**config.mk**
```make
export PLATFORM = sky130hd
export DESIGN_NAME = warp_barrier_sched
export DESIGN_NICKNAME = d
export VERILOG_FILES = /design/src/rtl/wbs_pkg.sv /design/src/rtl/wbs_op_counter.sv /design/src/rtl/wbs_group_sync.sv /design/src/rtl/warp_barrier_sched.sv
export SDC_FILE = /design/constraint.sdc
export NUM_CORES = 1
export LEC_CHECK = 0
export ABC_AREA = 1
export BUFFER_PORTS_ARGS = -buffer_cell sky130_fd_sc_hd__buf_2
export CORE_ASPECT_RATIO = 0.9
export CORE_MARGIN = 5
export CORE_UTILIZATION = 50
export CTS_CLUSTER_DIAMETER = 200
export DETAILED_ROUTE_END_ITERATION = 8
export PLACE_DENSITY = 0.68
export SYNTH_ARGS = -nofsm -noshare
export SYNTH_HDL_FRONTEND = slang
export SYNTH_SLANG_ARGS = --single-unit
```
**constraint.sdc**
```tcl
create_clock -name clk -period 4 [get_ports clk]
set_input_delay 0.8 -clock clk [delete_from_list [all_inputs] [get_ports clk]]
set_output_delay 0.8 -clock clk [all_outputs]
set_load 0.01 [all_outputs]
```
**src/rtl/wbs_pkg.sv**
```systemverilog
package wbs_pkg;
   localparam int unsigned WARP_THREADS = 32;
   localparam int unsigned THREAD_CNT_W = 11;

   typedef struct packed {
      logic dev;
      logic shm;
      logic exec;
   } bar_kind_t;
endpackage

```
**src/rtl/wbs_op_counter.sv**
```systemverilog
// Outstanding-operation counter for one warp and one memory class.
module wbs_op_counter #(
   parameter int unsigned CNT_W = 6
) (
   input  logic             clk,
   input  logic             rst_n,
   input  logic             clr,
   input  logic             iss,
   input  logic             done,
   output logic [CNT_W-1:0] cnt,
   output logic             full
);
   localparam logic [CNT_W-1:0] CNT_MAX = '1;

   logic inc, dec;

   always_comb begin
      full = (cnt == CNT_MAX);
      // at the ceiling an issue only counts when a completion offsets it
      inc  = iss && (!full || done);
      dec  = done && ((cnt != '0) || inc);
   end

   always_ff @(posedge clk) begin
      if (!rst_n)
         cnt <= '0;
      else if (clr)
         cnt <= '0;
      else if (inc && !dec)
         cnt <= cnt + 1'b1;
      else if (dec && !inc)
         cnt <= cnt - 1'b1;
   end
endmodule

```
**src/rtl/wbs_group_sync.sv**
```systemverilog
// Arrival tracking and release decision for one thread group.
module wbs_group_sync
   import wbs_pkg::*;
#(
   parameter int unsigned WC_W = 4
) (
   input  logic            clk,
   input  logic            rst_n,
   input  logic            load,
   input  logic [WC_W-1:0] load_cnt,
   input  logic            arrive,
   input  bar_kind_t       arrive_kind,
   input  logic            shm_idle,
   input  logic            dev_idle,
   output logic            go
);
   logic [WC_W-1:0] need_cnt;
   logic [WC_W-1:0] arr_cnt;
   logic            acc_shm, acc_dev;

   always_comb begin
      go = (need_cnt != '0) && (arr_cnt == need_cnt)
           && (!acc_shm || shm_idle) && (!acc_dev || dev_idle);
   end

   always_ff @(posedge clk) begin
      if (!rst_n) begin
         need_cnt <= '0;
         arr_cnt  <= '0;
         acc_shm  <= 1'b0;
         acc_dev  <= 1'b0;
      end else if (load) begin
         need_cnt <= load_cnt;
         arr_cnt  <= '0;
         acc_shm  <= 1'b0;
         acc_dev  <= 1'b0;
      end else if (go) begin
         arr_cnt  <= '0;
         acc_shm  <= 1'b0;
         acc_dev  <= 1'b0;
      end else if (arrive) begin
         arr_cnt  <= arr_cnt + 1'b1;
         acc_shm  <= acc_shm | arrive_kind.shm;
         acc_dev  <= acc_dev | arrive_kind.dev;
      end
   end
endmodule

```
**src/rtl/warp_barrier_sched.sv**
```systemverilog
module warp_barrier_sched
   import wbs_pkg::*;
#(
   parameter int unsigned NUM_WARPS  = 8,
   parameter int unsigned NUM_GROUPS = 2,
   parameter int unsigned CNT_W      = 6,
   localparam int unsigned WID_W     = $clog2(NUM_WARPS),
   localparam int unsigned GID_W     = (NUM_GROUPS > 1) ? $clog2(NUM_GROUPS) : 1
) (
   input  logic                 clk,
   input  logic                 rst_n,
   input  logic                 disp_valid,
   input  logic [GID_W-1:0]     disp_group,
   input  logic [WID_W-1:0]     disp_first,
   input  logic [THREAD_CNT_W-1:0] disp_threads,
   input  logic                 bar_valid,
   input  logic [WID_W-1:0]     bar_warp,
   input  logic [2:0]           bar_kind,
   input  logic [NUM_WARPS-1:0] shm_iss,
   input  logic [NUM_WARPS-1:0] shm_done,
   input  logic [NUM_WARPS-1:0] dev_iss,
   input  logic [NUM_WARPS-1:0] dev_done,
   output logic [NUM_WARPS-1:0] runnable
);
   localparam int unsigned WC_W = $clog2(NUM_WARPS + 1);
   localparam int unsigned WSH  = $clog2(WARP_THREADS);
   localparam int unsigned NWW  = THREAD_CNT_W - WSH + 1;

   // elaboration-time parameter checks
   generate
      if (NUM_WARPS < 2 || NUM_WARPS > 32) begin : g_bad_warps
         $error("NUM_WARPS must lie in 2..32");
      end
      if (NUM_GROUPS < 1 || NUM_GROUPS > NUM_WARPS) begin : g_bad_groups
         $error("NUM_GROUPS must lie in 1..NUM_WARPS");
      end
      if (CNT_W < 2) begin : g_bad_cnt
         $error("CNT_W must be at least 2");
      end
   endgenerate

   bar_kind_t bar_k;
   assign bar_k = bar_kind_t'(bar_kind);

   // per-warp state
   logic [NUM_WARPS-1:0]            active;
   logic [NUM_WARPS-1:0]            waiting;
   logic [NUM_WARPS-1:0][GID_W-1:0] grp;
   bar_kind_t [NUM_WARPS-1:0]       wkind;
   logic [NUM_WARPS-1:0][CNT_W-1:0] shm_cnt;
   logic [NUM_WARPS-1:0][CNT_W-1:0] dev_cnt;
   logic [NUM_WARPS-1:0]            shm_full, dev_full;
   logic [NUM_WARPS-1:0]            disp_in;
   logic [NUM_WARPS-1:0]            release_w;

   // per-group derived conditions
   logic [NUM_GROUPS-1:0]            grp_shm_idle, grp_dev_idle;
   logic [NUM_GROUPS-1:0]            grp_arrive, grp_load, grp_go;
   logic [NUM_GROUPS-1:0][NUM_WARPS-1:0] member;

   logic [NWW-1:0] disp_nw;
   logic           bar_acc;

   // thread count rounded up to whole warps
   assign disp_nw = {1'b0, disp_threads[THREAD_CNT_W-1:WSH]}
                    + {{(NWW-1){1'b0}}, |disp_threads[WSH-1:0]};

   always_comb begin
      for (int w = 0; w < NUM_WARPS; w++) begin
         disp_in[w] = disp_valid && (w >= int'(disp_first))
                      && (w < int'(disp_first) + int'(disp_nw));
         runnable[w] = active[w] && !waiting[w] && !shm_full[w] && !dev_full[w];
      end
   end

   assign bar_acc = bar_valid && runnable[bar_warp];

   always_comb begin
      for (int g = 0; g < NUM_GROUPS; g++) begin
         grp_shm_idle[g] = 1'b1;
         grp_dev_idle[g] = 1'b1;
         for (int w = 0; w < NUM_WARPS; w++) begin
            member[g][w] = active[w] && (grp[w] == GID_W'(g));
            if (member[g][w] && (shm_cnt[w] != '0)) grp_shm_idle[g] = 1'b0;
            if (member[g][w] && (dev_cnt[w] != '0)) grp_dev_idle[g] = 1'b0;
         end
         grp_load[g]   = disp_valid && (disp_group == GID_W'(g));
         grp_arrive[g] = bar_acc && bar_k.exec && (grp[bar_warp] == GID_W'(g));
      end
   end

   genvar gi, wi;
   generate
      for (gi = 0; gi < NUM_GROUPS; gi++) begin : g_grp
         wbs_group_sync #(.WC_W(WC_W)) u_sync (
            .clk         (clk),
            .rst_n       (rst_n),
            .load        (grp_load[gi]),
            .load_cnt    (WC_W'(disp_nw)),
            .arrive      (grp_arrive[gi]),
            .arrive_kind (bar_k),
            .shm_idle    (grp_shm_idle[gi]),
            .dev_idle    (grp_dev_idle[gi]),
            .go          (grp_go[gi])
         );
      end

      for (wi = 0; wi < NUM_WARPS; wi++) begin : g_warp
         wbs_op_counter #(.CNT_W(CNT_W)) u_shm (
            .clk (clk), .rst_n (rst_n), .clr (disp_in[wi]),
            .iss (shm_iss[wi]), .done (shm_done[wi]),
            .cnt (shm_cnt[wi]), .full (shm_full[wi])
         );
         wbs_op_counter #(.CNT_W(CNT_W)) u_dev (
            .clk (clk), .rst_n (rst_n), .clr (disp_in[wi]),
            .iss (dev_iss[wi]), .done (dev_done[wi]),
            .cnt (dev_cnt[wi]), .full (dev_full[wi])
         );

         // execution waiters follow the group decision; memory-only waiters
         // test their own components against the group idle flags
         always_comb begin
            if (wkind[wi].exec)
               release_w[wi] = waiting[wi] && grp_go[grp[wi]];
            else
               release_w[wi] = waiting[wi]
                  && (!wkind[wi].shm || grp_shm_idle[grp[wi]])
                  && (!wkind[wi].dev || grp_dev_idle[grp[wi]]);
         end

         always_ff @(posedge clk) begin
            if (!rst_n) begin
               active[wi]  <= 1'b0;
               waiting[wi] <= 1'b0;
               grp[wi]     <= '0;
               wkind[wi]   <= '0;
            end else if (disp_in[wi]) begin
               active[wi]  <= 1'b1;
               waiting[wi] <= 1'b0;
               grp[wi]     <= disp_group;
               wkind[wi]   <= '0;
            end else if (bar_acc && (bar_warp == WID_W'(wi))) begin
               waiting[wi] <= 1'b1;
               wkind[wi]   <= bar_k;
            end else if (release_w[wi]) begin
               waiting[wi] <= 1'b0;
            end
         end
      end
   endgenerate
endmodule

```
## Word-level counts from Yosys, hierarchy flattened

Cells that the tools add are included.

| cells by class | value |
|---|---|
| shift-type cells | 0 |
| bitwise logic cells | 15 |
| add/sub/neg operators | 36 |
| mux-type cells | 140 |
| order comparisons | 24 |
| divide/modulo/power cells | 0 |
| reductions and logical operators | 377 |
| equal/unequal tests | 25 |
| multipliers | 0 |

Operators with widths:

| cell | number |
|---|---|
| $logic_and A1 B1 Y1 | 195 |
| $mux W6 | 32 |
| $mux W1 | 106 |
| $add A6 B1 Y6 const B | 16 |
| $eq A6 B6 Y1 const B | 16 |
| $lt A4 B32 Y1 const A | 3 |
| $reduce_bool A6 Y1 | 16 |
| $sub A6 B1 Y6 const B | 16 |
| $logic_not A1 Y1 | 76 |
| $lt A3 B32 Y1 const A | 2 |
| $logic_or A1 B1 Y1 | 52 |
| $reduce_bool A2 Y1 | 24 |
| $lt A1 B32 Y1 const A | 1 |
| $lt A2 B32 Y1 const A | 1 |
| $lt A1 B2 Y1 const B | 8 |
| $reduce_or A2 Y1 | 8 |
| $eq A3 B3 Y1 const B | 4 |
| $not A1 Y1 | 11 |
| $ge A3 B3 Y1 const A | 3 |
| $add A3 B7 Y8 | 1 |
| $add A4 B1 Y4 const B | 2 |
| $eq A4 B4 Y1 | 2 |
| $lt A3 B8 Y1 const A | 1 |
| $reduce_bool A4 Y1 | 2 |
| other kinds (11) | 19 |

| word-level totals | value |
|---|---|
| ROM bits | 0 |
| memories kept | 0 |
| memory bits (writable) | 0 |
| bits in latches | 0 |
| logic and storage cells | 689 |
| register bits | 164 |
| bits of input ports | 57 |

## Logic depth before layout (Yosys ltp)

| logic depth | value |
|---|---|
| depth after elaboration | 20 |
| gate-level depth with buffers | 20 |
| mapped depth without buffers | 20 |

## Hierarchy

From an unflattened synthesis, not the netlist that was laid out.

| second synthesis, totals | value |
|---|---|
| cells, all modules | 1,952 |
| area total of the unflattened synthesis | 12,728.5 µm² |

By module, submodules not included:

| module | times used | cells each | area an instance (µm²) | seq. area each (µm²) |
|---|---|---|---|---|
| wbs_op_counter | 16 | 74 | 494.2 | 120.1 |
| warp_barrier_sched | 1 | 634 | 3,862.5 | 960.9 |
| wbs_group_sync | 2 | 67 | 479.2 | 200.2 |

## Worst setup path after synthesis

Ideal clock, no wire load.

| timing | value |
|---|---|
| kind | input port to flip-flop |
| from | in disp_threads[3] |
| to | reg g_warp[1].u_dev.cnt[3] |
| arrival | 3.214 ns |
| path buffers | 1 |
| stages on the path | 18 |
| slack | 0.720 ns |
| cell sequence | nor3_1 nand2_1 ha_1 ha_1 nand2_1 inv_1 nor2_1 ha_1 nand2_1 nand2_1 a31oi_1 nor2_1 nor3_4 nand2_2 o21ai_4 nand2_4 buf_6 a21oi_2 |

| on the way | value |
|---|---|
| word-level cells in the longest chain between the ends | 6 |

RTL lines:

| item | RTL line | text |
|---|---|---|
| start: declaration | warp_barrier_sched.sv:15 | `input logic [THREAD_CNT_W-1:0] disp_threads,` |
| $reduce_or A5 Y1 | warp_barrier_sched.sv:66 | `+ {{(NWW-1){1'b0}}, \|disp_threads[WSH-1:0]};` |
| $add A6 B1 Y7 | warp_barrier_sched.sv:66 |  |
| net disp_nw[2] | warp_barrier_sched.sv:61 | `logic [NWW-1:0] disp_nw;` |
| $add A3 B7 Y8 | warp_barrier_sched.sv:71 | `&& (w < int'(disp_first) + int'(disp_nw));` |
| $lt A2 B32 Y1 | warp_barrier_sched.sv:71 |  |
| $logic_and A1 B1 Y1 | warp_barrier_sched.sv:71 |  |
| $reduce_or A2 Y1 (no line) | - |  |
| end signal: assignment | wbs_op_counter.sv:30 | `cnt <= cnt + 1'b1;` |
| end signal: assignment | wbs_op_counter.sv:32 | `cnt <= cnt - 1'b1;` |
| end: declaration | wbs_op_counter.sv:10 | `output logic [CNT_W-1:0] cnt,` |

The timed path passes the listed nets, and every way through them passes these cells.
A chain may end at the register's enable or synchronous reset.

## Worst setup path after layout

| timing | value |
|---|---|
| from | in disp_threads[3] |
| to | reg wkind[21] (netlist name) |

| on the way | value |
|---|---|
| word-level cells in the longest chain between the ends | 6 |

RTL lines:

| item | RTL line | text |
|---|---|---|
| $reduce_or A5 Y1 | warp_barrier_sched.sv:66 |  |
| $add A6 B1 Y7 | warp_barrier_sched.sv:66 |  |
| net disp_nw[2] | warp_barrier_sched.sv:61 |  |
| $add A3 B7 Y8 | warp_barrier_sched.sv:71 |  |
| $lt A3 B8 Y1 | warp_barrier_sched.sv:71 |  |
| $logic_and A1 B1 Y1 | warp_barrier_sched.sv:71 |  |
| $reduce_or A2 Y1 (no line) | - |  |
| end signal: indexed assignment | warp_barrier_sched.sv:144 | `wkind[wi] <= bar_k;` |
| end: declaration | warp_barrier_sched.sv:49 | `bar_kind_t [NUM_WARPS-1:0] wkind;` |

The timed path passes the listed nets, and every way through them passes these cells.

==> impl_metrics.env <==
export IMPL_status="complete, no violations"
export IMPL_holdPathStages=2
export IMPL_cp_end_kind="flop"
export IMPL_r2r_end="g_warp[3].u_dev.cnt[5]$_SDFFE_PP0P_"
export IMPL_synth_area_leaders="dfxtp_1, nand2_1, nand3_1"
export IMPL_cp_arrival_ns=3.85
export IMPL_dr_pass1_iters=6
export IMPL_insertion_delay_ns=0.43
export IMPL_post_dp_hpwl_um=20200
export IMPL_cp_endpoint="wkind[21]$_SDFFE_PP0P_"
export IMPL_finalCriticalPeriod_ns=3.49
export IMPL_antenna_found_initial=0
export IMPL_drt_iter0_drc=720
export IMPL_ys_warn_count=0
export IMPL_total_power_mw=5.26
export IMPL_area_growth_pct=10.4
export IMPL_synth_top_cell_area_share_pct=30.2
export IMPL_cts_setup_buffers=0
export IMPL_clkSlewWorstSetupHoldPaths_ns=0.07
export IMPL_worstSetupPathType="input port to flop"
export IMPL_ant_nets=0
export IMPL_worst_pin_slew_ns=0.882
export IMPL_routabilityCongestion=0.906
export IMPL_async_flop_share_pct=0
export IMPL_grt_max_degree=25
export IMPL_start_util_pct=50.5
export IMPL_crit_path_start_kind="input port"
export IMPL_post_place_ws_ns=0.0990
export IMPL_yosysMostFrequentCell="nand2_1"
export IMPL_setup_ws_ns=0.515
export IMPL_holdCritPathClass="flop to flop"
export IMPL_vdd_drop_max_mv=0.267
export IMPL_die_area_um2=24800
export IMPL_cts_sinks=164
export IMPL_routed_via_density=5.31
export IMPL_power_leakage_nw=5.34
export IMPL_netlist_area_um2=10900
export IMPL_synth_cell_type_count=39
export IMPL_ctsHtreeMaxLevel=4
export IMPL_utilization_pct=55.8
export IMPL_grt_pass1_vias=9760
export IMPL_path_max_fanout=14
export IMPL_yosysSeqAreaShare_pct=30.2
export IMPL_max_cap_violations=0
export IMPL_finalInstanceArea_um2=12000
export IMPL_placed_area_um2=11400
export IMPL_synth_edf_count=0
export IMPL_p_per_area_nw_per_um2=438
export IMPL_hold_slack_ns=0.463
export IMPL_rr_worst_depth=17
export IMPL_drive_above_1_share_pct=9.89
export IMPL_fill_cells=2093
export IMPL_fin_cells=1970
export IMPL_wirelength_um=26900
export IMPL_slew_headroom_pct=41.0
export IMPL_rsz0062_at_grt="no"
export IMPL_rrSetupSlack_ns=1.18
export IMPL_cts_root_buf="clkbuf_16"
export IMPL_synth_main_ff_cell="dfxtp_1"
export IMPL_finalHoldViolations=0
export IMPL_grt_usage_pct=22.2
export IMPL_cp_startpoint="disp_threads[3]"
export IMPL_design_core_area_um2=21500
export IMPL_antennaDiodeCount=0
export IMPL_setup_tns_ns=0
export IMPL_grt_overflow=0
export IMPL_ys_top_cells_by_count="nand2_1, nand3_1, nor2_1, dfxtp_1, a21oi_1"
export IMPL_synth_top_area_cell="dfxtp_1"
export IMPL_worstPathRequired_ns=4.36
export IMPL_fmax_mhz=287
export IMPL_place_inst=1938
export IMPL_io_buffers=64
export IMPL_post_route_period_util_pct=87.1
export IMPL_grt_pass1_wl_um=45500
export IMPL_synth_fp_nets=1746
export IMPL_wl_per_cell_um=13.7
export IMPL_slew_viol_final=0
export IMPL_synth_seq_cells=164
export IMPL_rows=51
export IMPL_dieWidth_um=165
export IMPL_synth_avg_cell_area_um2=6.79
export IMPL_nNetsFinal=1812
export IMPL_vias=10451
export IMPL_die_h_um=150
export IMPL_cts_resized=0
export IMPL_setup_viol=0
export IMPL_cts_tree="yes"
export IMPL_drc=0
export IMPL_cts_buffers=17
export IMPL_clockBufferDepth=2
export IMPL_fin_skew_ns=0.0102
export IMPL_syn_inst=1600
export IMPL_cts_hold_buffers=0
export IMPL_io_pin_count=65
export IMPL_regToRegStartpoint="g_warp[3].u_dev.cnt[0]$_SDFFE_PP0P_"
-- power breakdown --
group	internal (mW)	switching (mW)	total [mW]	leakage [nW]
logic	0.628	1.02	1.65	3.74
registers	1.81	0.207	2.01	1.34
clock network	0.883	0.719	1.60	0.264
-- logic make-up after synthesis --
| family | Yosys count | synth area share [%] |
|---|---|---|
| compound gates | 245 | 12.4 |
| simple gates | 881 | 35.3 |
| buf+inv | 169 | 6.41 |
| flops | 164 | 30.2 |
| xor+xnor | 52 | 4.26 |
| fa+ha+maj | 89 | 11.4 |
-- worst max-delay path: stages --
cell,delay (ns)
buf_2,0.10
nor3_1,0.18
nand2_1,0.08
ha_1,0.21
ha_1,0.20
nand2_1,0.08
inv_1,0.05
nor2_1,0.19
ha_1,0.29
nand2_1,0.07
nand2_1,0.04
a31oi_1,0.23
nor2_1,0.11
nor3_4,0.34
nand2_2,0.12
nand2_1,0.20
nand2_2,0.23
inv_1,0.15
o21ai_0,0.09
nor2_1,0.08
-- registers in the layout (all words and copies together) (netlist names) --
name and flops:
g_warp.u_shm.cnt 48, g_grp.u_sync.arr_cnt 8, waiting 8, active 8, g_grp.u_sync.acc_dev 2, g_grp.u_sync.acc_shm 2
wkind 24, grp 8, g_grp.u_sync.need_cnt 8, g_warp.u_dev.cnt 48
-- worst min path at each step --
stage / start / end / slack (ns)
after floorplan: g_grp[0].u_sync.acc_dev$_SDFFE_PP0P_ / g_grp[0].u_sync.acc_dev$_SDFFE_PP0P_ / 0.43
after global placement: g_grp[0].u_sync.acc_shm$_SDFFE_PP0P_ / g_grp[0].u_sync.acc_shm$_SDFFE_PP0P_ / 0.44
after detailed placement: g_grp[0].u_sync.acc_shm$_SDFFE_PP0P_ / g_grp[0].u_sync.acc_shm$_SDFFE_PP0P_ / 0.45
after CTS: g_grp[0].u_sync.acc_shm$_SDFFE_PP0P_ / g_grp[0].u_sync.acc_shm$_SDFFE_PP0P_ / 0.46
after global routing: waiting[6]$_SDFFE_PP0P_ / waiting[6]$_SDFFE_PP0P_ / 0.48
final: waiting[1]$_SDFFE_PP0P_ / waiting[1]$_SDFFE_PP0P_ / 0.46
-- routing by layer --
metal / part of all wire [%] / GRT usage [%] / routed length [um]
met3: 5.4 / 4.02 / 1460
met1: 48 / 30.6 / 12900
met4: 0.92 / 4.58 / 247
met5: 0 / 0 / 0
met2: 46 / 36.6 / 12300
-- cell type report --
type                       instances  area (um2)  area share [%]
clock inverter                    13         128            1.06
clock buffer                      19         443            3.69
sequential                       164        3280            27.4
inverter                         152         571            4.76
tap                              291         364            3.03
multi-input combinational       1267        6890            57.4
timing repair buffer              64         320            2.67
-- layout by cell type, fill, tap and decap left out, drive strengths merged --
master and instances:
a21oi 165, a22oi 2, a31oi 7, buf 64
bufinv 1, clkbuf 19, clkinv 5, clkinvlp 5
dfxtp 164, fa 17, ha 72, inv 154
nand2 400, nand3 205, nand3b 12, nand4 27
nor2 195, nor3 4, nor4 1, o2111ai 1
o211ai 1, o21a 3, o21ai 59, o21bai 5
o221ai 2, or2 37, xnor2 25, xor2 27
No activity file was read; power rests on OpenSTA's default activity.
